==> src/rtl/bcs_pkg.sv <==
package bcs_pkg;
    typedef enum logic [3:0] {
        ST_IDLE,
        ST_S0,
        ST_S1,
        ST_S2,
        ST_SW1,
        ST_SW2,
        ST_S3,
        ST_S4,
        ST_S5
    } bus_state_e;
endpackage

==> src/rtl/bcs_sync.sv <==
// Two-flop synchronizer, one chain per bit.
module bcs_sync #(
    parameter int W = 2
) (
    input  logic         clk,
    input  logic         rst_n,
    input  logic [W-1:0] d,
    output logic [W-1:0] q
);
    for (genvar i = 0; i < W; i++) begin : g_bit
        logic meta;
        logic stab;
        always_ff @(posedge clk or negedge rst_n) begin
            if (!rst_n) begin
                meta <= 1'b0;
                stab <= 1'b0;
            end else begin
                meta <= d[i];
                stab <= meta;
            end
        end
        assign q[i] = stab;
    end
endmodule

==> src/rtl/bcs_region_sel.sv <==
// Picks one region's configuration out of the flat per-region vectors.
module bcs_region_sel #(
    parameter int NREG = 4,
    parameter int WW   = 3,
    localparam int RB  = $clog2(NREG)
) (
    input  logic [RB-1:0]      region,
    input  logic [NREG-1:0]    cfg_fast,
    input  logic [NREG-1:0]    cfg_intack,
    input  logic [NREG*WW-1:0] cfg_waits,
    output logic               sel_fast,
    output logic               sel_int,
    output logic [WW-1:0]      sel_waits
);
    logic [WW-1:0] waits_arr [NREG];

    for (genvar r = 0; r < NREG; r++) begin : g_reg
        assign waits_arr[r] = cfg_waits[r*WW +: WW];
    end

    assign sel_fast  = cfg_fast[region];
    assign sel_int   = cfg_intack[region];
    assign sel_waits = waits_arr[region];
endmodule

==> src/rtl/bcs_wait_ctr.sv <==
// Counts wait-state pairs; hit when the count equals the limit.
module bcs_wait_ctr #(
    parameter int WW = 3
) (
    input  logic          clk,
    input  logic          rst_n,
    input  logic          clr,
    input  logic          inc,
    input  logic [WW-1:0] limit,
    output logic          hit
);
    logic [WW-1:0] cnt;

    always_ff @(posedge clk or negedge rst_n) begin
        if (!rst_n) begin
            cnt <= '0;
        end else if (clr) begin
            cnt <= '0;
        end else if (inc && cnt != '1) begin
            cnt <= cnt + 1'b1;
        end
    end

    assign hit = (cnt == limit);
endmodule

==> src/rtl/bus_cycle_seq.sv <==
module bus_cycle_seq
    import bcs_pkg::*;
#(
    parameter int AW   = 16,
    parameter int DW   = 16,
    parameter int NREG = 4,
    parameter int WW   = 3
) (
    input  logic               clk,
    input  logic               rst_n,
    input  logic               req_valid,
    input  logic               req_write,
    input  logic [AW-1:0]      req_addr,
    input  logic [DW-1:0]      req_wdata,
    output logic               req_ready,
    output logic               done,
    output logic               done_err,
    output logic [DW-1:0]      rd_data,
    input  logic [NREG-1:0]    cfg_fast,
    input  logic [NREG-1:0]    cfg_intack,
    input  logic [NREG*WW-1:0] cfg_waits,
    output logic [AW-1:0]      bus_addr,
    output logic               bus_as_n,
    output logic               bus_ds_n,
    output logic               bus_rw,
    output logic [DW-1:0]      bus_dout,
    output logic               bus_dout_en,
    input  logic [DW-1:0]      bus_din,
    input  logic               bus_ack_n,
    input  logic               bus_berr_n
);
    localparam int RB = $clog2(NREG);

    bus_state_e    state_q, state_d;
    logic [AW-1:0] addr_q;
    logic [DW-1:0] wdata_q, rdat_q;
    logic          write_q, fast_q, int_q, err_q;
    logic [WW-1:0] waits_q;

    logic          sel_fast, sel_int;
    logic [WW-1:0] sel_waits;
    logic [1:0]    sync_out;
    logic          ack_s, berr_s, wait_hit, term;
    logic          as_act, ds_act, in_decide;

    bcs_sync #(.W(2)) u_sync (
        .clk   (clk),
        .rst_n (rst_n),
        .d     ({~bus_berr_n, ~bus_ack_n}),
        .q     (sync_out)
    );
    assign ack_s  = sync_out[0];
    assign berr_s = sync_out[1];

    bcs_region_sel #(.NREG(NREG), .WW(WW)) u_rsel (
        .region     (req_addr[AW-1 -: RB]),
        .cfg_fast   (cfg_fast),
        .cfg_intack (cfg_intack),
        .cfg_waits  (cfg_waits),
        .sel_fast   (sel_fast),
        .sel_int    (sel_int),
        .sel_waits  (sel_waits)
    );

    bcs_wait_ctr #(.WW(WW)) u_wctr (
        .clk   (clk),
        .rst_n (rst_n),
        .clr   (state_q == ST_S0),
        .inc   (state_q == ST_SW1),
        .limit (waits_q),
        .hit   (wait_hit)
    );

    assign in_decide = (state_q == ST_S2) || (state_q == ST_SW2);
    assign term      = ack_s || berr_s || (int_q && wait_hit);

    // next-state logic
    always_comb begin
        state_d = state_q;
        unique case (state_q)
            ST_IDLE: if (req_valid) state_d = ST_S0;
            ST_S0:   state_d = ST_S1;
            ST_S1:   state_d = fast_q ? ST_S4 : ST_S2;
            ST_S2:   state_d = term ? ST_S3 : ST_SW1;
            ST_SW1:  state_d = ST_SW2;
            ST_SW2:  state_d = term ? ST_S3 : ST_SW1;
            ST_S3:   state_d = ST_S4;
            ST_S4:   state_d = ST_S5;
            ST_S5:   state_d = ST_IDLE;
            default: state_d = ST_IDLE;
        endcase
    end

    // state and cycle registers
    always_ff @(posedge clk or negedge rst_n) begin
        if (!rst_n) begin
            state_q <= ST_IDLE;
            addr_q  <= '0;
            wdata_q <= '0;
            rdat_q  <= '0;
            write_q <= 1'b0;
            fast_q  <= 1'b0;
            int_q   <= 1'b0;
            waits_q <= '0;
            err_q   <= 1'b0;
        end else begin
            state_q <= state_d;
            if (state_q == ST_IDLE && req_valid) begin
                addr_q  <= req_addr;
                wdata_q <= req_wdata;
                write_q <= req_write;
                fast_q  <= sel_fast;
                int_q   <= sel_int;
                waits_q <= sel_waits;
            end
            if (state_q == ST_S0) begin
                err_q <= 1'b0;
            end else if (in_decide && berr_s) begin
                err_q <= 1'b1;
            end else if ((state_q == ST_S3 || state_q == ST_S4) && !fast_q && berr_s) begin
                err_q <= 1'b1;
            end
            if (state_q == ST_S4 && !write_q) begin
                rdat_q <= bus_din;
            end
        end
    end

    // outputs
    always_comb begin
        as_act = 1'b0;
        unique case (state_q)
            ST_S1, ST_S2, ST_SW1, ST_SW2, ST_S3, ST_S4: as_act = 1'b1;
            default:                                    as_act = 1'b0;
        endcase
        if (write_q) begin
            ds_act = !fast_q && (state_q == ST_S3 || state_q == ST_S4);
        end else begin
            ds_act = as_act;
        end
        bus_as_n    = !as_act;
        bus_ds_n    = !ds_act;
        bus_rw      = !(write_q && state_q != ST_IDLE);
        bus_dout_en = write_q && state_q != ST_IDLE && state_q != ST_S0;
        bus_dout    = wdata_q;
        bus_addr    = addr_q;
        req_ready   = (state_q == ST_IDLE);
        done        = (state_q == ST_S5);
        done_err    = (state_q == ST_S5) && err_q;
        rd_data     = rdat_q;
    end
endmodule

==> config.mk <==
export PLATFORM = sky130hd
export DESIGN_NAME = bus_cycle_seq
export DESIGN_NICKNAME = d
export VERILOG_FILES = /design/src/rtl/bcs_pkg.sv /design/src/rtl/bcs_sync.sv /design/src/rtl/bcs_region_sel.sv /design/src/rtl/bcs_wait_ctr.sv /design/src/rtl/bus_cycle_seq.sv
export SDC_FILE = /design/constraint.sdc
export NUM_CORES = 1
export LEC_CHECK = 0
export CAP_MARGIN = 10
export CORE_ASPECT_RATIO = 1.2
export CORE_MARGIN = 3
export CORE_UTILIZATION = 38
export DETAILED_ROUTE_END_ITERATION = 12
export PLACE_DENSITY = 0.8
export SLEW_MARGIN = 0
export SYNTH_ARGS = -nofsm -noshare
export SYNTH_HDL_FRONTEND = slang
export SYNTH_SLANG_ARGS = --single-unit
==> constraint.sdc <==
create_clock -name clk -period 1.9 [get_ports clk]
set_clock_uncertainty 0.2 [all_clocks]
set_input_delay 0.475 -clock clk [delete_from_list [all_inputs] [get_ports clk]]
set_output_delay 0.475 -clock clk [all_outputs]
set_load 0.02 [all_outputs]
==> results of run 1 <==
==> what timing repair did <==
item,4_1_cts,5_1_grt
setup buffers,5,5
gates resized for setup,96,22
setup endpoints to repair,74,18
hold buffers,1,0
gates cloned,0,1
pin swaps,5,4
endpoints found under the hold margin,66,0
==> worst max-delay path, stage by stage (launching register included) <==
cell and delay [ns]:
dfrtp_1 0.43, buf_6 0.14, nor2_4 0.11, nand3b_1 0.13
and3_4 0.18, buf_6 0.12
==> metrics by stage <==
stage          utilization  hold WS (ns)  std cells
3_3_place_gp         0.601         0.137        421
6_report             0.645         0.151        447
2_1_floorplan            -       -0.0206        189
3_5_place_dp         0.601         0.136        421
5_1_grt              0.645         0.160        447
4_1_cts              0.624         0.151        441
==> power groups by stage <==
stage          clock (mW)  sequential, mW  combinational [mW]
3_5_place_dp            0            2.50                4.08
4_1_cts              1.02            2.48                3.87
6_report            0.996            2.49                4.12
3_3_place_gp            0            2.46                4.01
5_1_grt              1.09            2.58                4.40
2_1_floorplan           0            3.10                1.57
==> kinds of logic after synthesis <==
family / count (synthesis)
xor gates and xnor gates: 3
AOI/OAI and AO/OA: 13
adders and majority gates: 2
buffers and inverters: 14
muxes: 60
DFF: 66
and+or+nand+nor: 31
==> synth_stat cells, drive strengths merged <==
cell / number / area, sq um
dfrtp: 66 / 1650
mux2: 54 / 683
nand2: 11 / 43.8
buf: 7 / 72.6
o21ai: 7 / 35.0
nor2: 6 / 27.5
inv: 5 / 18.8
mux4: 5 / 113
nor3: 3 / 26.3
xnor2: 3 / 26.3
a21oi: 2 / 10.0
and3: 2 / 12.5
clkbuf: 2 / 8.75
ha: 2 / 25.0
or2: 2 / 12.5
a211oi: 1 / 7.51
a2bb2oi: 1 / 8.76
and2: 1 / 6.26
mux2i: 1 / 10.0
nand2b: 1 / 13.8
nand3b: 1 / 7.51
nand4: 1 / 6.26
nor3b: 1 / 7.51
nor4b: 1 / 15.0
nor4bb: 1 / 10.0
o21bai: 1 / 7.51
o31a: 1 / 8.76
==> cell type report <==
type | count | share of cell area
multi-input combinational | 109 | 0.252
clock inverter | 2 | 0.00318
inverter | 5 | 0.00398
sequential | 66 | 0.350
tap | 90 | 0.0239
timing repair buffer | 163 | 0.336
clock buffer | 12 | 0.0308
==> layer usage <==
layer | up-vias | GRT usage | wire (microns)
li1 | 998 | - | -
met1 | 1048 | 0.197 | 2770
met2 | 80 | 0.275 | 3880
met3 | 12 | 0.0464 | 435
met4 | 0 | 0.0719 | 109
met5 | - | 0 | 0
==> flip-flops by register name, indices dropped and copies added, names as in the netlist <==
signal and cells:
int_q 1, u_sync.g_bit.stab 2, rd_data 16, fast_q 1
u_wctr.cnt 3, write_q 1, waits_q 3, bus_dout 16
state_q 4, u_sync.g_bit.meta 2, err_q 1, bus_addr 16
==> cells in the final DEF, fill, tap and decap left out, drive strengths merged <==
cell,count
mux2,54
nand4,1
o31a,1
nor4b,1
nor3,3
buf,41
nor3b,1
clkdlybuf4s50,72
clkbuf,13
o21ai,7
clkinvlp,2
xnor2,3
a211oi,1
or2,2
a21oi,2
nand2,11
and2,1
dfrtp,66
o21bai,1
nor2,6
mux4,5
dlygate4sd2,48
ha,2
nor4bb,1
nand2b,1
mux2i,1
nand3b,1
inv,5
a2bb2oi,1
dlygate4sd3,1
and3,2
==> how the worst max path moves through the flow <==
stage,start,to,cells past startpoint
floorplan,req_addr[14],fast_q,3
global placement,req_addr[14],fast_q,4
detailed placement,req_addr[14],waits_q[2],4
CTS,state_q[2],bus_ds_n,5
global route,state_q[2],bus_ds_n,5
finish,state_q[2],bus_dout_en,5
==> out/metrics.cfg, run 1 <==
[clocking]
clock_sinks=66
clock-root-buffer=clkbuf_8
htree_num_levels=3
insertion_delay_ns=0.33
cts_tree=built
cts_buffer_depth=2
path_clk_slew_ns=0.07
cts_inserted_buffers=9

[power_and_ir_drop]
p_leak_nw=2.20
internal-power_mw=4.81
seqPwrFrac=0.327
p_switching_mw=2.79
p_sw_frac=0.367
power_density_mw_per_mm2=1610
power.share.combinational=0.542
vdd_drop_max_mv=1.01
p_total_mw=7.60
clkPwrFrac=0.131

[setup_path]
crit_arrival_ns=1.44
setup.worst_path.class=reg2out
startpoint_type=flop
r2r_slack_ns=0.03
critPathCaptureType=output port
r2r_start=state_q[2]
cp_max_fo=3
rr_endpoint=rd_data[14]
required_ns=1.22
reg2reg_depth=7

[cells_and_area]
syn_to_final_growth_pct=64.1
fillers=583
stdcell_area_sq_mm=0.00472
nets=430
register_area_sq_mm=0.00165
drive_above_1_share=0.373
diodes=0
multi_input_area_sq_mm=0.00119

[route]
vias_per_cell=4.78
ant_nets=0
dr.pass1.iters=4
num_vias=2138
routed_wl_mm=7.20
wl_per_cell_microns=16.1
drt_iter0_drc=35
route.detailed.drc=0

[sta]
period_needed_ns=2.11
rsz0062_at_grt=yes
hold_viol=0
worst_slew_pin_slew_ns=0.357
min_period_over_period=1.11
relSlewSlack=0.762
finalSetupViolations=7
timing.fmax_mhz=473
slew_viol_final=0
setup_ws_ns=-0.214
tns_ns=-0.847

[yosys]
syn-mean-instance-area_sq_um=15.2
synth_nets=265
synth_area_sq_mm=0.00288
seq_area_frac_synth=0.574
ys_seq_elements=66
yosys.area_share.simple=0.0657
synthXorXnorAreaFrac=0.00914
synth_compound_gate_area_share=0.0270
synth_cell_type_count=34
synthMuxAreaShare=0.280
yosys_warnings=0
syn_inst=189
synth_top_family_by_area=multiplexers
synth-adder-area-share=0.00870

[outcome]
status=finished with violations
violations=negative setup slack

[die]
start_util=0.393
rows=34
fp.dieH_microns=101
design.core.area_sq_mm=0.00732
fp.dieArea_sq_mm=0.00865
ios=129
die_width_microns=85.4

[placement]
io_buffer_count=128
routabilityCongestion=0.804
dpl_cell_area_sq_mm=0.00440
dp_slack_ns=-0.323
hpwl_mm=5.06

[global_routing]
track_usage=0.164
first_global_vias=2329
grt_overflow=0
antenna_found_initial=0
grt_max_degree=67
grt_pass1_wl_mm=11.1

[job]
timing.max_cap.violations=0

[min_path]
hp-start=u_sync.g_bit[0].meta
min_path_cells=0
hold_end=u_sync.g_bit[0].stab
hold_class=reg2reg

Power figures use the tool's default switching activity.
==> run 2: changes to the inputs <==
--- a/config.mk
+++ b/config.mk
@@ -8,9 +8,10 @@
 export CAP_MARGIN = 10
 export CORE_ASPECT_RATIO = 1.2
 export CORE_MARGIN = 3
-export CORE_UTILIZATION = 38
+export CORE_UTILIZATION = 39
+export CTS_BUF_LIST = sky130_fd_sc_hd__clkbuf_8
 export DETAILED_ROUTE_END_ITERATION = 12
-export PLACE_DENSITY = 0.8
+export PLACE_DENSITY = 0.82
 export SLEW_MARGIN = 0
 export SYNTH_ARGS = -nofsm -noshare
 export SYNTH_HDL_FRONTEND = slang
==> out/metrics.cfg, run 2 (synthesized netlist as in run 1, its figures left out) <==
[outcome]
status=finished with violations
violations=negative setup slack

[die]
die_width_microns=84.4  ; -1.2%
fp.dieArea_sq_mm=0.00844  ; -2.4%
rows=33  ; -2.9%
ios=129  ; unchanged
fp.dieH_microns=100  ; -1.2%
design.core.area_sq_mm=0.00698  ; -4.6%
start_util=0.412  ; +0.0191

[sta]
holdWs_ns=0.167  ; +0.0152 ns
timing.fmax_mhz=481  ; +1.7%
period_needed_ns=2.08  ; -0.0346 ns
worst_slew_pin_slew_ns=0.364  ; +0.00650 ns
finalSetupViolations=7  ; unchanged
rsz0062_at_grt=yes
setup_ws_ns=-0.179  ; +0.0346 ns
relSlewSlack=0.757  ; -0.00434
min_period_over_period=1.09  ; -0.0182
hold_viol=0  ; unchanged
slew_viol_final=0  ; unchanged

[cells_and_area]
layout_common_cells=clkdlybuf4s50_1, dfrtp_1, dlygate4sd2_1
diodes=0  ; unchanged
layout_commonest_cell=clkdlybuf4s50_1
stdcell_area_sq_mm=0.00469  ; -0.61%
nets=425  ; -1.2%
drive_above_1_share=0.365  ; -0.00711
syn_to_final_growth_pct=63.1

[route]
vias_per_cell=4.81  ; +0.55%
route.detailed.drc=0  ; unchanged
num_vias=2116  ; -1.0%
routed_wl_mm=7.19  ; -0.14%
wl_per_cell_microns=16.3  ; +1.4%
dr.pass1.iters=4  ; unchanged
drt_iter0_drc=66  ; +89%
ant_nets=0  ; unchanged

[min_path]
hold_class=reg2reg
hp-start=u_sync.g_bit[0].meta

[global_routing]
grt_overflow=0  ; unchanged
grt_max_degree=67  ; unchanged
first_global_vias=2359  ; +1.3%
grt_pass1_wl_mm=11.0  ; -0.18%
track_usage=0.169  ; +0.00486
antenna_found_initial=0  ; unchanged

[setup_path]
setup.worst_path.class=reg2out
worstSetupStartpoint=state_q[2]
critPathCaptureType=output port
startpoint_type=flop
r2r_start=state_q[1]
required_ns=1.22  ; about the same
crit_arrival_ns=1.40  ; -0.04 ns
cp_max_fo=4  ; +1

[placement]
dpl_cell_area_sq_mm=0.00439  ; -0.14%
dp_slack_ns=-0.302  ; +0.0209 ns
io_buffer_count=128  ; unchanged
routabilityCongestion=0.775  ; -3.7%
hpwl_mm=5.30  ; +4.8%

[clocking]
clock_sinks=66  ; unchanged
clock-root-buffer=clkbuf_8
htree_num_levels=3  ; unchanged
insertion_delay_ns=0.33  ; about the same
cts_inserted_buffers=9  ; unchanged
cts_buffer_depth=2  ; unchanged
cts_tree=built
path_clk_slew_ns=0.07  ; about the same

[job]
timing.max_cap.violations=0  ; unchanged

[power_and_ir_drop]
p_leak_nw=2.20  ; about the same
power_density_mw_per_mm2=1620  ; +0.41%
vdd_drop_max_mv=1.09  ; +8.2%

==> run 2: cell count changes in the layout (fill, tap and decap cells not counted), sizes merged <==
cell / delta
buf: -5
bufinv: +1
clkbuf: -2
clkinv: +2
==> run 2: repair_timing <==
action | CTS | global route
pin swaps | 6 | 3
endpoints found under the setup margin | 55 | 53
gates resized for setup | 94 | 18
hold buffers | 1 | 0
gates cloned | 0 | 1
buffers inserted | 4 | 3
hold endpoints to repair | 66 | 0
==> run 2: critical path, cell delays in order, from the launching register on <==
cell      delay (ns)
dfrtp_1         0.40
buf_6           0.14
nor2_4          0.12
nand3b_1        0.11
and3_4          0.19
buf_6           0.12
==> run 2: per-stage QoR <==
stage / power, mW / setup TNS (ns) / utilization / instances
CTS: 7.47 / -0.591 / 0.656 / 436
finish: 7.59 / -0.730 / 0.672 / 440
floorplan: 4.67 / 0 / - / 189
global route: 8.00 / -1.21 / 0.672 / 440
detailed placement: 6.55 / -4.12 / 0.629 / 416
global placement: 6.44 / -3.31 / 0.629 / 416
==> run 2: worst paths after layout <==
path	end	slack, ns	cells after the start
max	bus_dout_en	-0.18	5
min	u_sync.g_bit[0].stab	0.17	0
max reg2reg	bus_dout[11]	0.04	8
min reg2reg	u_sync.g_bit[0].stab	0.17	0
max in group asynchronous	state_q[3]	0.69	3
min in group asynchronous	err_q	0.47	3
==> run 2: metal layers <==
metal,global-route usage,share of wire,up-vias
li1,-,-,984
met1,0.181,0.38,1033
met2,0.306,0.53,85
met3,0.0525,0.067,14
met4,0.0706,0.021,0
met5,0,0,-
==> run 2: report_power, final <==
group | total [mW] | switching, mW | internal [mW]
logic | 3.96 | 1.83 | 2.13
registers | 2.49 | 0.404 | 2.08
clock network | 1.14 | 0.514 | 0.629
==> run 2: final cells by class <==
cell class              instances  area [sq um]
fillers                       529          2290
flip-flops and latches         66          1650
repair buffers                158          1540
multi-input cells             109          1170
clock buffers                  10           138
well taps                      87           109
clock inverters                 5          55.1
inverters                       5          23.8
